File: config.mk
export PLATFORM = sky130hd
export DESIGN_NAME = dchan_ctrl
export DESIGN_NICKNAME = d
export VERILOG_FILES = /design/src/rtl/dchan_pkg.sv /design/src/rtl/dchan_arb.sv /design/src/rtl/dchan_fetch.sv /design/src/rtl/dchan_chan.sv /design/src/rtl/dchan_ctrl.sv
export SDC_FILE = /design/constraint.sdc
export NUM_CORES = 1
export LEC_CHECK = 0
export ABC_AREA = 1
export BUFFER_PORTS_ARGS = -buffer_cell sky130_fd_sc_hd__buf_2
export CORE_MARGIN = 2
export CORE_UTILIZATION = 45
export DETAILED_ROUTE_END_ITERATION = 12
export HOLD_SLACK_MARGIN = 0.12
export MAX_ROUTING_LAYER = met4
export PLACE_DENSITY = 0.65
export SLEW_MARGIN = 40
export SYNTH_ARGS = -nofsm -noshare
export SYNTH_HDL_FRONTEND = slang
export SYNTH_HIERARCHICAL = 1
export SYNTH_SLANG_ARGS = --single-unit
File: constraint.sdc
create_clock -name clk -period 4.9 [get_ports clk]
set_clock_uncertainty 0.05 [all_clocks]
set_input_delay 1.47 -clock clk [delete_from_list [all_inputs] [get_ports clk]]
set_output_delay 1.47 -clock clk [all_outputs]
set_load 0.05 [all_outputs]
File: src/rtl/dchan_pkg.sv
package dchan_pkg;
   // global register byte offsets
   localparam logic [11:0] A_GSTAT     = 12'h010;
   localparam logic [11:0] A_GSTAT_CLR = 12'h018;
   localparam logic [11:0] A_CHEN      = 12'h020;
   localparam logic [11:0] A_CAP       = 12'h040;
   localparam logic [11:0] A_CTX       = 12'h050;
   localparam logic [11:0] A_CH_BASE   = 12'h100;
   localparam int unsigned CH_STRIDE   = 64;

   // offsets inside one channel window
   localparam logic [5:0] O_PTR      = 6'h00;
   localparam logic [5:0] O_SEMA     = 6'h10;
   localparam logic [5:0] O_STAT     = 6'h20;
   localparam logic [5:0] O_STAT_CLR = 6'h28;

   // descriptor word slots
   localparam int unsigned DESC_WORDS = 8;
   localparam int unsigned W_NEXT  = 0;
   localparam int unsigned W_CTRL0 = 1;
   localparam int unsigned W_CTRL1 = 2;
   localparam int unsigned W_SRC   = 3;
   localparam int unsigned W_DST   = 4;
   localparam int unsigned W_SIZE  = 5;
   localparam int unsigned W_PAY   = 6;

   // control word flag positions
   localparam int unsigned C0_IRQ = 0;
   localparam int unsigned C0_DEC = 1;

   localparam logic [7:0] ERR_MEM = 8'h01;
   localparam logic [7:0] ERR_ENG = 8'h02;

   typedef enum logic [1:0] {SQ_IDLE, SQ_FETCH, SQ_KICK, SQ_WAIT} seq_t;

   function automatic logic [11:0] ch_reg(int unsigned ch, logic [5:0] ofs);
      return A_CH_BASE + 12'(ch * CH_STRIDE) + {6'b0, ofs};
   endfunction
endpackage

File: src/rtl/dchan_arb.sv
module dchan_arb #(
   parameter int unsigned N          = 4,
   parameter bit          HIGH_FIRST = 1'b0,
   localparam int unsigned IW = (N > 1) ? $clog2(N) : 1
) (
   input  logic [N-1:0]  req,
   output logic [IW-1:0] gnt_idx,
   output logic          any
);
   if (N < 1) begin : g_bad_n
      $error("dchan_arb: N must be at least 1");
   end

   if (HIGH_FIRST) begin : g_high
      always_comb begin
         gnt_idx = '0;
         any     = 1'b0;
         for (int i = 0; i < N; i++) begin
            if (req[i]) begin
               gnt_idx = IW'(i);
               any     = 1'b1;
            end
         end
      end
   end else begin : g_low
      always_comb begin
         gnt_idx = '0;
         any     = 1'b0;
         for (int i = N - 1; i >= 0; i--) begin
            if (req[i]) begin
               gnt_idx = IW'(i);
               any     = 1'b1;
            end
         end
      end
   end
endmodule

File: src/rtl/dchan_fetch.sv
module dchan_fetch #(
   parameter int unsigned AW   = 32,
   parameter int unsigned NW   = 8,
   parameter int unsigned KEEP = 7,
   localparam int unsigned IW  = $clog2(NW)
) (
   input  logic                  clk,
   input  logic                  rst_n,
   input  logic                  start,
   input  logic [AW-1:0]         base,
   output logic                  mem_req,
   output logic [AW-1:0]         mem_addr,
   input  logic                  mem_ack,
   input  logic [31:0]           mem_rdata,
   input  logic                  mem_err,
   output logic [KEEP-1:0][31:0] words,
   output logic                  done,
   output logic                  fail
);
   if (NW < 2 || KEEP > NW) begin : g_bad_cfg
      $error("dchan_fetch: need NW >= 2 and KEEP <= NW");
   end

   logic          busy;
   logic [IW-1:0] idx;
   logic [AW-1:0] base_q;

   assign mem_req  = busy;
   assign mem_addr = base_q + (AW'(idx) << 2);
   assign done     = busy && mem_ack && !mem_err && (idx == IW'(NW - 1));
   assign fail     = busy && mem_ack && mem_err;

   always_ff @(posedge clk or negedge rst_n) begin
      if (!rst_n) begin
         busy   <= 1'b0;
         idx    <= '0;
         base_q <= '0;
         words  <= '0;
      end else if (start) begin
         busy   <= 1'b1;
         idx    <= '0;
         base_q <= base;
      end else if (busy && mem_ack) begin
         if (mem_err) begin
            busy <= 1'b0;
         end else begin
            if (int'(idx) < KEEP) words[idx] <= mem_rdata;
            if (idx == IW'(NW - 1)) busy <= 1'b0;
            else idx <= idx + 1'b1;
         end
      end
   end


   req_hold_chk: assert property (@(posedge clk) disable iff (!rst_n)
      (mem_req && !mem_ack) |=> (mem_req && $stable(mem_addr)));
endmodule

File: src/rtl/dchan_chan.sv
module dchan_chan #(
   parameter int unsigned AW     = 32,
   parameter int unsigned SEMA_W = 8
) (
   input  logic              clk,
   input  logic              rst_n,
   input  logic              wr_ptr,
   input  logic [AW-1:0]     ptr_wdata,
   input  logic              wr_inc,
   input  logic [7:0]        clr_mask,
   input  logic              done_ok,
   input  logic              done_dec,
   input  logic [AW-1:0]     next_ptr,
   input  logic              fail,
   input  logic [7:0]        fail_code,
   output logic [AW-1:0]     ptr,
   output logic [SEMA_W-1:0] sema,
   output logic [7:0]        err,
   output logic              ready
);
   localparam logic [SEMA_W-1:0] SEMA_MAX = {SEMA_W{1'b1}};

   logic armed;
   logic inc, dec;

   assign inc   = wr_inc && (sema != SEMA_MAX);
   assign dec   = done_dec && (sema != '0);
   assign ready = armed && (sema != '0);

   always_ff @(posedge clk or negedge rst_n) begin
      if (!rst_n) begin
         ptr   <= '0;
         sema  <= '0;
         err   <= '0;
         armed <= 1'b0;
      end else begin
         if (wr_ptr) begin
            ptr   <= ptr_wdata;
            armed <= 1'b1;
         end else if (fail) begin
            armed <= 1'b0;
         end else if (done_ok) begin
            if (next_ptr != '0) ptr <= next_ptr;
            else armed <= 1'b0;
         end

         case ({inc, dec})
            2'b10:   sema <= sema + 1'b1;
            2'b01:   sema <= sema - 1'b1;
            default: sema <= sema;
         endcase

         err <= (err & ~clr_mask) | (fail ? fail_code : 8'h00);
      end
   end


   sema_sat_chk: assert property (@(posedge clk) disable iff (!rst_n)
      (sema == SEMA_MAX && wr_inc && !done_dec) |=> (sema == SEMA_MAX));


   err_set_chk: assert property (@(posedge clk) disable iff (!rst_n)
      fail |=> (err != 8'h00));
endmodule

File: src/rtl/dchan_ctrl.sv
module dchan_ctrl
   import dchan_pkg::*;
#(
   parameter int unsigned NCH       = 4,
   parameter int unsigned AW        = 32,
   parameter int unsigned SEMA_W    = 8,
   parameter logic [31:0] CAP_VALUE = 32'h0005_0001,
   localparam int unsigned CW = (NCH > 1) ? $clog2(NCH) : 1
) (
   input  logic          clk,
   input  logic          rst_n,
   input  logic          reg_wr,
   input  logic [11:0]   reg_addr,
   input  logic [31:0]   reg_wdata,
   output logic [31:0]   reg_rdata,
   output logic          mem_req,
   output logic [AW-1:0] mem_addr,
   input  logic          mem_ack,
   input  logic [31:0]   mem_rdata,
   input  logic          mem_err,
   output logic          eng_start,
   output logic [CW-1:0] eng_chan,
   output logic [31:0]   eng_ctrl0,
   output logic [31:0]   eng_ctrl1,
   output logic [31:0]   eng_src,
   output logic [31:0]   eng_dst,
   output logic [31:0]   eng_size,
   output logic [31:0]   eng_payload,
   input  logic          eng_done,
   input  logic          eng_err,
   output logic          irq
);
   localparam int unsigned KEEP = W_PAY + 1;

   if (NCH < 1 || NCH > 4) begin : g_bad_nch
      $error("dchan_ctrl: NCH must be 1..4");
   end
   if (AW < 8 || AW > 32) begin : g_bad_aw
      $error("dchan_ctrl: AW must be 8..32");
   end
   if (SEMA_W < 1 || SEMA_W > 8) begin : g_bad_sema
      $error("dchan_ctrl: SEMA_W must be 1..8");
   end

   seq_t                        state;
   logic [CW-1:0]               cur_ch;
   logic [7:0]                  chan_en;
   logic [31:0]                 ctx_q;
   logic [NCH-1:0]              gstat;

   logic [NCH-1:0]              ready_v, avail, ok_v, fail_v, set_v;
   logic [NCH-1:0][AW-1:0]      ptr_v;
   logic [NCH-1:0][SEMA_W-1:0]  sema_v;
   logic [NCH-1:0][7:0]         err_v;
   logic [CW-1:0]               gnt_idx;
   logic                        gnt_any, fetch_start;
   logic [KEEP-1:0][31:0]       f_words;
   logic                        f_done, f_fail;
   logic                        fin_any, mem_bad;
   logic [7:0]                  code;
   logic [AW-1:0]               next_ptr;

   assign avail       = ready_v & chan_en[NCH-1:0];
   assign fetch_start = (state == SQ_IDLE) && gnt_any;
   assign fin_any     = (state == SQ_WAIT) && eng_done;
   assign mem_bad     = (state == SQ_FETCH) && f_fail;
   assign code        = mem_bad ? ERR_MEM : ERR_ENG;
   assign next_ptr    = f_words[W_NEXT][AW-1:0];

   dchan_arb #(.N(NCH), .HIGH_FIRST(1'b0)) u_arb (
      .req(avail), .gnt_idx(gnt_idx), .any(gnt_any)
   );

   dchan_fetch #(.AW(AW), .NW(DESC_WORDS), .KEEP(KEEP)) u_fetch (
      .clk(clk), .rst_n(rst_n), .start(fetch_start), .base(ptr_v[gnt_idx]),
      .mem_req(mem_req), .mem_addr(mem_addr), .mem_ack(mem_ack),
      .mem_rdata(mem_rdata), .mem_err(mem_err),
      .words(f_words), .done(f_done), .fail(f_fail)
   );

   for (genvar g = 0; g < NCH; g++) begin : g_ch
      logic sel;
      assign sel       = (cur_ch == CW'(g));
      assign ok_v[g]   = sel && fin_any && !eng_err;
      assign fail_v[g] = sel && (mem_bad || (fin_any && eng_err));
      assign set_v[g]  = fail_v[g] || (ok_v[g] && eng_ctrl0[C0_IRQ]);

      dchan_chan #(.AW(AW), .SEMA_W(SEMA_W)) u_chan (
         .clk(clk), .rst_n(rst_n),
         .wr_ptr(reg_wr && reg_addr == ch_reg(g, O_PTR)),
         .ptr_wdata(reg_wdata[AW-1:0]),
         .wr_inc(reg_wr && reg_addr == ch_reg(g, O_SEMA) && reg_wdata[0]),
         .clr_mask((reg_wr && reg_addr == ch_reg(g, O_STAT_CLR)) ? reg_wdata[7:0] : 8'h00),
         .done_ok(ok_v[g]),
         .done_dec(ok_v[g] && eng_ctrl0[C0_DEC]),
         .next_ptr(next_ptr),
         .fail(fail_v[g]), .fail_code(code),
         .ptr(ptr_v[g]), .sema(sema_v[g]), .err(err_v[g]), .ready(ready_v[g])
      );
   end

   // sequencer: one descriptor at a time
   always_ff @(posedge clk or negedge rst_n) begin
      if (!rst_n) begin
         state  <= SQ_IDLE;
         cur_ch <= '0;
      end else begin
         case (state)
            SQ_IDLE:  if (gnt_any) begin
                         cur_ch <= gnt_idx;
                         state  <= SQ_FETCH;
                      end
            SQ_FETCH: if (f_fail) state <= SQ_IDLE;
                      else if (f_done) state <= SQ_KICK;
            SQ_KICK:  state <= SQ_WAIT;
            SQ_WAIT:  if (eng_done) state <= SQ_IDLE;
            default:  state <= SQ_IDLE;
         endcase
      end
   end

   // global registers
   always_ff @(posedge clk or negedge rst_n) begin
      if (!rst_n) begin
         chan_en <= '0;
         ctx_q   <= '0;
         gstat   <= '0;
      end else begin
         if (reg_wr && reg_addr == A_CHEN) chan_en <= reg_wdata[7:0];
         if (reg_wr && reg_addr == A_CTX)  ctx_q   <= reg_wdata;
         gstat <= (gstat & ~((reg_wr && reg_addr == A_GSTAT_CLR) ? reg_wdata[NCH-1:0] : '0))
                  | set_v;
      end
   end

   always_comb begin
      reg_rdata = '0;
      case (reg_addr)
         A_GSTAT: reg_rdata[NCH-1:0] = gstat;
         A_CHEN:  reg_rdata[7:0]     = chan_en;
         A_CAP:   reg_rdata          = CAP_VALUE;
         A_CTX:   reg_rdata          = ctx_q;
         default: reg_rdata          = '0;
      endcase
      for (int i = 0; i < NCH; i++) begin
         if (reg_addr == ch_reg(i, O_PTR))  reg_rdata = 32'(ptr_v[i]);
         if (reg_addr == ch_reg(i, O_SEMA)) reg_rdata = 32'(sema_v[i]);
         if (reg_addr == ch_reg(i, O_STAT)) reg_rdata = 32'(err_v[i]);
      end
   end

   assign eng_start   = (state == SQ_KICK);
   assign eng_chan    = cur_ch;
   assign eng_ctrl0   = f_words[W_CTRL0];
   assign eng_ctrl1   = f_words[W_CTRL1];
   assign eng_src     = f_words[W_SRC];
   assign eng_dst     = f_words[W_DST];
   assign eng_size    = f_words[W_SIZE];
   assign eng_payload = f_words[W_PAY];
   assign irq         = |gstat;


   en_gate_chk: assert property (@(posedge clk) disable iff (!rst_n)
      fetch_start |-> chan_en[gnt_idx]);


   prio_chk: assert property (@(posedge clk) disable iff (!rst_n)
      fetch_start |-> ((avail & ((NCH'(1) << gnt_idx) - NCH'(1))) == '0));


   irq_set_chk: assert property (@(posedge clk) disable iff (!rst_n)
      (fin_any && !eng_err && eng_ctrl0[C0_IRQ]) |=> gstat[cur_ch]);


   single_job_chk: assert property (@(posedge clk) disable iff (!rst_n)
      eng_start |-> !mem_req);
endmodule

[Word level (Yosys, flattened, before mapping)]
Cells that the tools add are included.
Word-level totals
  register bits: 504
  logic and storage cells: 303
Operators by class
  $add $sub $neg: 10
  magnitude comparators: 4
  equality and inequality tests: 53
  multiplexer cells: 81
  bitwise logic cells: 18
  reduce and logical (&&, ||, !) cells: 106
Operators by type and width (number)
  32-bit 2-to-1 mux: 27
  224-bit bitwise mux: 1
  12-bit by 9-bit == test with 1-bit output, second input constant: 16
  32-bit demux with 3-bit select: 1
  32-bit binary-select mux with 2-bit select: 1
  8-bit one-hot mux with 2 select lines: 4
  1-bit logical AND: 60
  24-bit one-hot mux with 2 select lines: 1
  32-bit by 5-bit adder with 32-bit output: 1
  8-bit by 1-bit adder with 8-bit output, second input constant: 4
  8-bit AND: 4
  8-bit 2-to-1 mux: 4
  8-bit != test, second input constant: 4
  8-bit inverter: 4
  8-bit bitwise OR: 4
  32-bit nonzero test: 1
  8-bit nonzero test: 4
  8-bit by 1-bit subtractor with 8-bit output, second input constant: 4
  2-bit 2-to-1 mux: 13
  2-bit nonzero test: 13
  12-bit by 5-bit == test with 1-bit output, second input constant: 2
  12-bit by 7-bit == test with 1-bit output, second input constant: 2
  1-bit 2-to-1 mux: 21
  3-bit AND reduction: 6
  29 further kinds: 70

[Logic depth before layout (Yosys ltp)]
Gate-level depths: netlist of run 1.
  depth in word-level cells: 14
  gate-level depth with buffers: 20
  gate-level depth less buffers: 20

[By module]
The synthesis of run 1 kept the hierarchy.
Modules (own cells, without submodules)
  dchan_fetch: times used 1, cells each 1143, area an instance 10701.5 µm²
  dchan_chan at g_ch[1].u_chan ...: times used 3, cells each 428, area an instance 3158.0 µm²
  dchan_ctrl: times used 1, cells each 974, area an instance 5496.5 µm²
  dchan_chan at g_ch[0].u_chan: times used 1, cells each 428, area an instance 3144.3 µm²
  dchan_arb: times used 1, cells each 8, area an instance 36.3 µm²

[Worst setup path after synthesis of run 1]
No wires, ideal clock.
  path type: input -> output
  from: input reg_addr[1]
  to: output reg_rdata[0]
  arrival: 3.475 ns
  required time: 3.380 ns
  slack: -0.095 ns
  stages: 18
  buffers on the path: 1
  cell sequence: nor2_1 -> nand2_2 -> nor2_2 -> buf_4 -> nand3_1 -> nand2_1 -> inv_1 -> nand2_1 -> nand2_1 -> nand2_1 -> nand2_1 -> nand2_1 -> nand2_1 -> nand3_1 -> nand2_1 -> nand3_1 -> nand2_1 -> a21oi_1
Between the ends
  cells in the longest elaborated chain, start to end: 14
  elaborated cells between the ends (all ways): 29
  those cells by class: eq/ne: 16; mux: 13
RTL lines
  start, declared: line dchan_ctrl.sv:13  | input logic [11:0] reg_addr,
  12-bit by 7-bit == test with 1-bit output (tied with other cells): line dchan_ctrl.sv:138  | case (reg_addr)
  4-bit one-hot mux with 4 select lines: line dchan_ctrl.sv:138
  32-bit 2-to-1 mux: line dchan_ctrl.sv:146  | if (reg_addr == ch_reg(i, O_PTR)) reg_rdata = 32'(ptr_v[i]);
  32-bit 2-to-1 mux: line dchan_ctrl.sv:147  | if (reg_addr == ch_reg(i, O_SEMA)) reg_rdata = 32'(sema_v[i]);
  32-bit 2-to-1 mux: line dchan_ctrl.sv:148  | if (reg_addr == ch_reg(i, O_STAT)) reg_rdata = 32'(err_v[i]);
  32-bit 2-to-1 mux: line dchan_ctrl.sv:146
  32-bit 2-to-1 mux: line dchan_ctrl.sv:147
  32-bit 2-to-1 mux: line dchan_ctrl.sv:148
  32-bit 2-to-1 mux: line dchan_ctrl.sv:146
  32-bit 2-to-1 mux: line dchan_ctrl.sv:147
  32-bit 2-to-1 mux: line dchan_ctrl.sv:148
  32-bit 2-to-1 mux: line dchan_ctrl.sv:146
  32-bit 2-to-1 mux: line dchan_ctrl.sv:147
  32-bit 2-to-1 mux *: line dchan_ctrl.sv:148
  end, declared: line dchan_ctrl.sv:15  | output logic [31:0] reg_rdata,
Mark *: on every way between the ends. The rest lies on a longest branch, timed or not.

[Worst setup path in the final report of run 1]
  from: input reg_addr[10]
  to: output reg_rdata[16]
Between the ends
  cells in the longest elaborated chain, start to end: 14
  elaborated cells between the ends (all ways): 27
  those cells by class: eq/ne: 14; mux: 13
RTL lines (line)
  12-bit by 7-bit == test with 1-bit output: dchan_ctrl.sv:138
  24-bit one-hot mux with 2 select lines: dchan_ctrl.sv:138
  32-bit 2-to-1 mux: dchan_ctrl.sv:146
  32-bit 2-to-1 mux: dchan_ctrl.sv:147
  32-bit 2-to-1 mux: dchan_ctrl.sv:148
  32-bit 2-to-1 mux: dchan_ctrl.sv:146
  32-bit 2-to-1 mux: dchan_ctrl.sv:147
  32-bit 2-to-1 mux: dchan_ctrl.sv:148
  32-bit 2-to-1 mux: dchan_ctrl.sv:146
  32-bit 2-to-1 mux: dchan_ctrl.sv:147
  32-bit 2-to-1 mux: dchan_ctrl.sv:148
  32-bit 2-to-1 mux: dchan_ctrl.sv:146
  32-bit 2-to-1 mux: dchan_ctrl.sv:147
  32-bit 2-to-1 mux *: dchan_ctrl.sv:148
Marked as above.

==> results of run 1 <==
[critical path: stages]
cell and delay (ps):
sky130_fd_sc_hd__buf_6 100, sky130_fd_sc_hd__nor2_4 150, sky130_fd_sc_hd__nand3_4 110, sky130_fd_sc_hd__nor2_8 160
sky130_fd_sc_hd__buf_4 130, sky130_fd_sc_hd__nand2_2 60, sky130_fd_sc_hd__nor3_4 150, sky130_fd_sc_hd__buf_4 310
sky130_fd_sc_hd__buf_12 190, sky130_fd_sc_hd__nand2_1 60, sky130_fd_sc_hd__o2111ai_1 140, sky130_fd_sc_hd__buf_4 200
sky130_fd_sc_hd__buf_12 130
[logic make-up (layout without fill, tap and decap cells)]
kind of cell             count (synthesis)  after routing  share of synthesized area [%]
other                                    1             31                        0.01300
multiplexers                            24             24                         0.9367
AO/OA/AOI/OAI                          582            582                          11.63
flip-flops                             504            504                          43.71
adder cells (fa/ha/maj)                 18             18                         0.8066
buffers and inverters                  589            965                          9.310
AND/OR/NAND/NOR                       2093           2093                          32.80
XOR/XNOR                                26             26                         0.7893
[layout by cell type, fill, tap and decap left out, types with 89 or more instances in the layout]
cell type                 Yosys  layout
sky130_fd_sc_hd__nor2_1     300     290
sky130_fd_sc_hd__o21ai_0    320     316
sky130_fd_sc_hd__buf_4       27      98
sky130_fd_sc_hd__inv_1      361     357
sky130_fd_sc_hd__buf_2       74     315
sky130_fd_sc_hd__nand3_1    300     294
sky130_fd_sc_hd__nand3_2    124     128
sky130_fd_sc_hd__dfrtp_1    504     504
sky130_fd_sc_hd__o21a_1     100     100
sky130_fd_sc_hd__nand2_1   1227    1214
sky130_fd_sc_hd__o21ai_1     86      89
[synth_stat cells, drive strengths merged]
| cell | n | share of area, % |
|---|---|---|
| a21oi | 16 | 0.30 |
| a2111oi | 1 | 0.030 |
| nor2b | 1 | 0.022 |
| conb | 1 | 0.013 |
| nand2 | 1247 | 16 |
| o21a | 100 | 2.6 |
| clkbuf | 62 | 0.82 |
| nor3b | 2 | 0.052 |
| mux2 | 24 | 0.94 |
| or2 | 14 | 0.30 |
| o21ai | 415 | 7.5 |
| nor4 | 5 | 0.11 |
| or4 | 1 | 0.026 |
| and2 | 1 | 0.022 |
| o211ai | 11 | 0.29 |
| o2111ai | 3 | 0.091 |
| nor3 | 11 | 0.27 |
| nand3b | 6 | 0.16 |
| o21bai | 4 | 0.10 |
| o22ai | 32 | 0.69 |
| and3 | 2 | 0.043 |
| buf | 133 | 3.2 |
| ha | 17 | 0.74 |
| bufbuf | 3 | 0.20 |
| dfrtp | 504 | 44 |
| nand3 | 425 | 9.6 |
| fa | 1 | 0.069 |
| nand4 | 53 | 1.2 |
| inv | 391 | 5.1 |
| xor2 | 19 | 0.58 |
| xnor2 | 7 | 0.21 |
| nor2 | 325 | 4.6 |
[registers in the layout, indices dropped and copies added (netlist names), 4 cells and up, named ones only]
signal and flops:
chan_en 8, g_ch.u_chan/ptr 128, u_fetch/base_q 32, ctx_q 32
g_ch.u_chan/armed 4, g_ch.u_chan/err 32, gstat 4, u_fetch/words 224
g_ch.u_chan/sema 32
[area by class of cell]
type | instances | area (µm²)
fillers | 6059 | 29000
clock inverters | 28 | 354.1
diodes | 7 | 17.52
inverters | 391 | 1473
repair buffers | 468 | 3162
flip-flops and latches | 504 | 12610
multi-input cells | 2767 | 13870
clock buffers | 78 | 1645
well taps | 846 | 1059
[worst min-delay path by stage]
stage / slack (ps) / end / depth (start not counted)
floorplan: 390 / u_fetch/base_q[0] / 2
global placement: 400 / u_fetch/words[163] / 2
detailed placement: 410 / u_fetch/words[164] / 2
CTS: 430 / u_fetch/words[167] / 2
global route: 440 / u_fetch/words[167] / 2
finish: 420 / u_fetch/words[167] / 2
[power groups by stage]
stage / Combinational [mW] / Clock, mW / Sequential (mW)
floorplan: 0.243 / 0 / 4.31
global placement: 0.518 / 0 / 4.33
detailed placement: 0.517 / 0 / 4.33
CTS: 0.523 / 4.59 / 4.25
global route: 0.585 / 4.76 / 4.26
finish: 0.526 / 4.51 / 4.26
[through the flow]
step / hold slack [ps] / area, µm² / cells / utilization, %
6_report: 424.4 / 34190 / 5089 / 54.11
5_1_grt: 440.9 / 34190 / 5089 / 54.11
4_1_cts: 426.8 / 33930 / 5076 / 53.69
3_5_place_dp: 407.6 / 31850 / 4968 / 50.40
3_3_place_gp: 401.5 / 31740 / 4961 / 50.22
2_1_floorplan: 393.1 / 28970 / 3860 / -
[metal layers]
layer	share of wire [%]	GRT usage, %
met4	4.0	12.56
met1	42	41.07
met5	0	-
met3	8.7	6.669
met2	45	48.23
[what timing repair did]
item                                   4_1_cts  5_1_grt
gates cloned                                 0        1
setup endpoints to repair                   26       28
resized for setup                           20       69
pin swaps                                    4       21
buffers inserted                             2        5
endpoints found under the hold margin        0        0
==> flow_summary.yaml, run 1 <==
sta:
  fmax_mhz: 203.8
  worst_slew_margin_rel_pct: 42.20
  timing.final.ws_setup_ps: -6.210
  setup-tns-final_ps: -6.210
  layout_min_cycle_time_ps: 4906
  rsz_0062_raised_after_global_routing: "true"
  setup_viol: 1
  transition_at_the_pin_with_the_smallest_max_transition_slack_ps: 863.7
  final-hold-violation-count: 0
  timing.final.max_slew_violations: 0
  final_min_period_over_clock_period_pct: 100.1
synthesis:
  syn-mean-instance-area_um2: 7.520
  synth-seq-cells: 504
  syn_inst_count: 3837
  synth.distinct_cells: 51
  yosysWarnings: 6
  mappedNetlistArea_mm2: 0.02885
  portion_of_the_post_synthesis_area_used_by_sequential_elements_pct: 43.71
floorplanning:
  placementRows: 92
  boundaryPins: 344
  floorplan.core_area_mm2: 0.06320
  design.die.area_mm2: 0.06616
  effective_utilization_at_floorplan_pct: 45.66
  chipHeight_um: 257.2
  die_width_um: 257.2
critical_path:
  crit_arrival_ps: 3390
  reg2reg_depth: 15
  start_kind: "input pin"
  path_class: "input pin to output pin"
  setup.worst_path.end_class: "output pin"
  reg2reg_from: "g_ch[3].u_chan/sema[3]"
  cp_max_fo: 12
  startpoint: "reg_addr[10]"
  setup_slack_of_the_most_critical_reg_to_reg_path_ps: 1110
  r2r_end: "u_fetch/words[29]"
  critical_path.endpoint: "reg_rdata[16]"
  required_arrival_time_at_the_worst_endpoint_ps: 3380
clocking:
  tritoncts: "built"
  max-clock-path-buffers: 3
  numCtsBuffers: 56
  clock_tree.htree_level_count: 2
  cts_num_sinks: 504
  clockRootBuffer: "sky130_fd_sc_hd__clkbuf_16"
  worstSkewPairLatency_ps: 640
  path_clk_slew_ps: 60
  post_cts_hold_buffer_count: 0
global_route:
  grt_start_max_net_pins: 124
  wire_length_of_the_first_global_routing_pass_um: 157600
  globalRouteOverflowTotal: 0
  grt.total_usage_pct: 31.59
  first_global_vias: 26211
  antenna_violations_before_repair: 7
layout:
  nets: 4289
  layout-drive-gt1-share_pct: 20.21
  syn_to_final_growth_pct: 18.51
drt:
  vias: 27441
  drtAntennaViolNets: 0
  drt_pass1_iterations: 6
  detail_route.drc_violations: 0
  routed_wl_um: 102500
  routed_via_density: 5.392
  average_wire_per_cell_in_the_routed_design_um: 20.14
  first_drt_iteration_drcs: 2807
power_and_ir_drop:
  irDropWorstVdd_uv: 302.2
  total_power_mw: 9.296
  pwr_density_cell_mw_per_mm2: 271.8
  p_clk_share_pct: 48.5
  share_seq_of_total_power_pct: 45.8
  switching_power_mw: 2.304
  comb_power_share_pct: 5.7
  p_sw_share_pct: 24.79
  power_leakage_nw: 17.63
  internal_power_mw: 6.991
worst_hold_path:
  hold_start: "u_fetch/words[167]"
  hold_class: "register to register"
placed_design:
  place.gp.congestion: 0.9768
  dp.final_hpwl_um: 73260
  pre_cts_ws_ps: -194.7
  port-buffer-count: 343
flow_run:
  drv_cap: 0
outcome:
  status: "finished, violations left"
  failed_checks: "negative setup slack"
Power figures use the tool's default switching activity.
==> run 2, diff against run 1 <==
Settings changed: CORE_UTILIZATION 45 to 25, CTS_CLUSTER_SIZE from default to 28, PLACE_DENSITY 0.65 to 0.42.
==> flow_summary.yaml, run 2 (synthesis results as in run 1) <==
floorplanning:
  design.die.area_mm2: 0.1181
  placementRows: 124
  boundaryPins: 344
  die_width_um: 343.7
  floorplan.core_area_mm2: 0.1143
  effective_utilization_at_floorplan_pct: 25.23
  chipHeight_um: 343.7
placed_design:
  port-buffer-count: 343
  placed_cells: 5681
  pre_cts_ws_ps: -90.67
  dp.final_hpwl_um: 88010
  place.gp.congestion: 0.9062
global_route:
  wire_length_of_the_first_global_routing_pass_um: 179000
  antenna_violations_before_repair: 15
  grt.total_usage_pct: 20.90
  globalRouteOverflowTotal: 0
  first_global_vias: 26601
  grt_start_max_net_pins: 90
sta:
  rsz_0062_raised_after_global_routing: "true"
  layout_min_cycle_time_ps: 4878
  timing.final.ws_setup_ps: 21.71
  setup_viol: 0
  setup-tns-final_ps: 0
  worst_slew_margin_rel_pct: 42.85
  timing.final.max_slew_violations: 0
  final_min_period_over_clock_period_pct: 99.56
  fin_hold_ws_ps: 413.2
  fmax_mhz: 205.0
  transition_at_the_pin_with_the_smallest_max_transition_slack_ps: 853.5
  final-hold-violation-count: 0
drt:
  routed_wl_um: 120800
  drtAntennaViolNets: 0
  highest_layer: "met4"
  first_drt_iteration_drcs: 1787
  met2WireLength_um: 56400
  wl_met3_um: 6977
  routed_via_density: 4.623
  vias: 26913
  route.layer.met1.wl_um: 53330
  drt_pass1_iterations: 6
  detail_route.drc_violations: 0
  average_wire_per_cell_in_the_routed_design_um: 20.76
critical_path:
  path_class: "input pin to output pin"
  start_kind: "input pin"
  cp_max_fo: 5
  setup_slack_of_the_most_critical_reg_to_reg_path_ps: 980
  setup.worst_path.end_class: "output pin"
  required_arrival_time_at_the_worst_endpoint_ps: 3380
  crit_arrival_ps: 3360
layout:
  post_layout_nonfiller_instances: 5821
  top_register: "u_fetch/words"
  largest_reg_flops: 224
  mostFrequentLayoutCell: "sky130_fd_sc_hd__nand2_1"
  highest_count_cells_in_the_layout_ignoring_fill_and_taps: "sky130_fd_sc_hd__nand2_1 (1,203), sky130_fd_sc_hd__dfrtp_1 (504), sky130_fd_sc_hd__inv_1 (356)"
  filler_cell_count: 12334
  nets: 4351
  layout-drive-gt1-share_pct: 21.78
  layout_top_registers: "u_fetch/words x224, g_ch.u_chan/ptr x128"
  syn_to_final_growth_pct: 25.26
clocking:
  clockRootBuffer: "sky130_fd_sc_hd__clkbuf_16"
  clock_tree.htree_level_count: 3
  path_clk_slew_ps: 60
  post_cts_hold_buffer_count: 0
  worstSkewPairLatency_ps: 660
  numCtsBuffers: 66
  tritoncts: "built"
  cts_num_sinks: 504
  max-clock-path-buffers: 3
power_and_ir_drop:
  irDropWorstVdd_uv: 216.5
  power_leakage_nw: 18.17
  total_power_mw: 9.867
  pwr_density_cell_mw_per_mm2: 273.0
flow_run:
  drv_cap: 0
worst_hold_path:
  hold_class: "register to register"
outcome:
  status: "finished, final reports clean"
## run 2: where the power goes
| group | internal [mW] | switching (mW) | total (mW) | leakage [nW] |
|---|---|---|---|---|
| Combinational | 0.137 | 0.426 | 0.563 | 10.3 |
| Sequential | 4.20 | 0.0499 | 4.25 | 6.76 |
| Clock | 2.94 | 2.11 | 5.05 | 1.10 |
## run 2: layout make-up
| cell class | count | area, µm² | share of cell area (%) |
|---|---|---|---|
| Multi-Input combinational cell | 2767 | 14020 | 38.79 |
| Sequential cell | 504 | 12610 | 34.90 |
| Timing Repair Buffer | 519 | 3872 | 10.71 |
| Clock buffer | 96 | 1936 | 5.356 |
| Tap cell | 1512 | 1892 | 5.234 |
| Inverter | 391 | 1475 | 4.082 |
| Clock inverter | 20 | 301.5 | 0.8343 |
| Antenna cell | 11 | 27.53 | 0.07616 |
| Timing Repair inverter | 1 | 7.507 | 0.02077 |
## run 2: per-stage QoR
step                      area (µm²)  utilization, %
after floorplan                28970               -
after global placement         33300           29.13
after detailed placement       33310           29.13
after CTS                      35600           31.14
after global routing           36140           31.60
final                          36140           31.61
## run 2: routing by layer
layer / global-route usage (%) / vias to the layer above
met1: 26.38 / 12870
met5: - / -
met4: 7.151 / 0
met3: 4.338 / 176
met2: 33.15 / 708
li1: - / 13159
## run 2: what timing repair did
item / in CTS / in global routing
endpoints found under the setup margin: 30 / 30
pin swaps: 4 / 43
cloned: 0 / 5
buffers inserted: 3 / 5
resized for setup: 10 / 103
## run 2: worst max-delay path, cell delays in order
cell,delay [ps]
sky130_fd_sc_hd__buf_8,100
sky130_fd_sc_hd__nor2_4,150
sky130_fd_sc_hd__nand3_4,110
sky130_fd_sc_hd__nor2_8,190
sky130_fd_sc_hd__nand2_4,70
sky130_fd_sc_hd__nor3_4,220
sky130_fd_sc_hd__buf_12,140
sky130_fd_sc_hd__inv_4,40
sky130_fd_sc_hd__buf_4,140
sky130_fd_sc_hd__nor2_1,140
sky130_fd_sc_hd__nor2_1,90
sky130_fd_sc_hd__nand2_1,100
sky130_fd_sc_hd__nand3_2,70
sky130_fd_sc_hd__nand2_2,90
sky130_fd_sc_hd__a21oi_4,80
sky130_fd_sc_hd__buf_12,150
## run 2: path summary, 6_finish.rpt
check | depth (start not counted) | to | startpoint
max reg2reg | 13 | u_fetch/idx[2] | g_ch[1].u_chan/sema[3]
min reg2reg | 2 | u_fetch/words[188] | u_fetch/words[188]
min in group asynchronous | 1 | u_fetch/base_q[1] | rst_n
min | 2 | u_fetch/words[188] | u_fetch/words[188]
max in group asynchronous | 3 | g_ch[0].u_chan/sema[4] | rst_n
max | 16 | reg_rdata[0] | reg_addr[10]
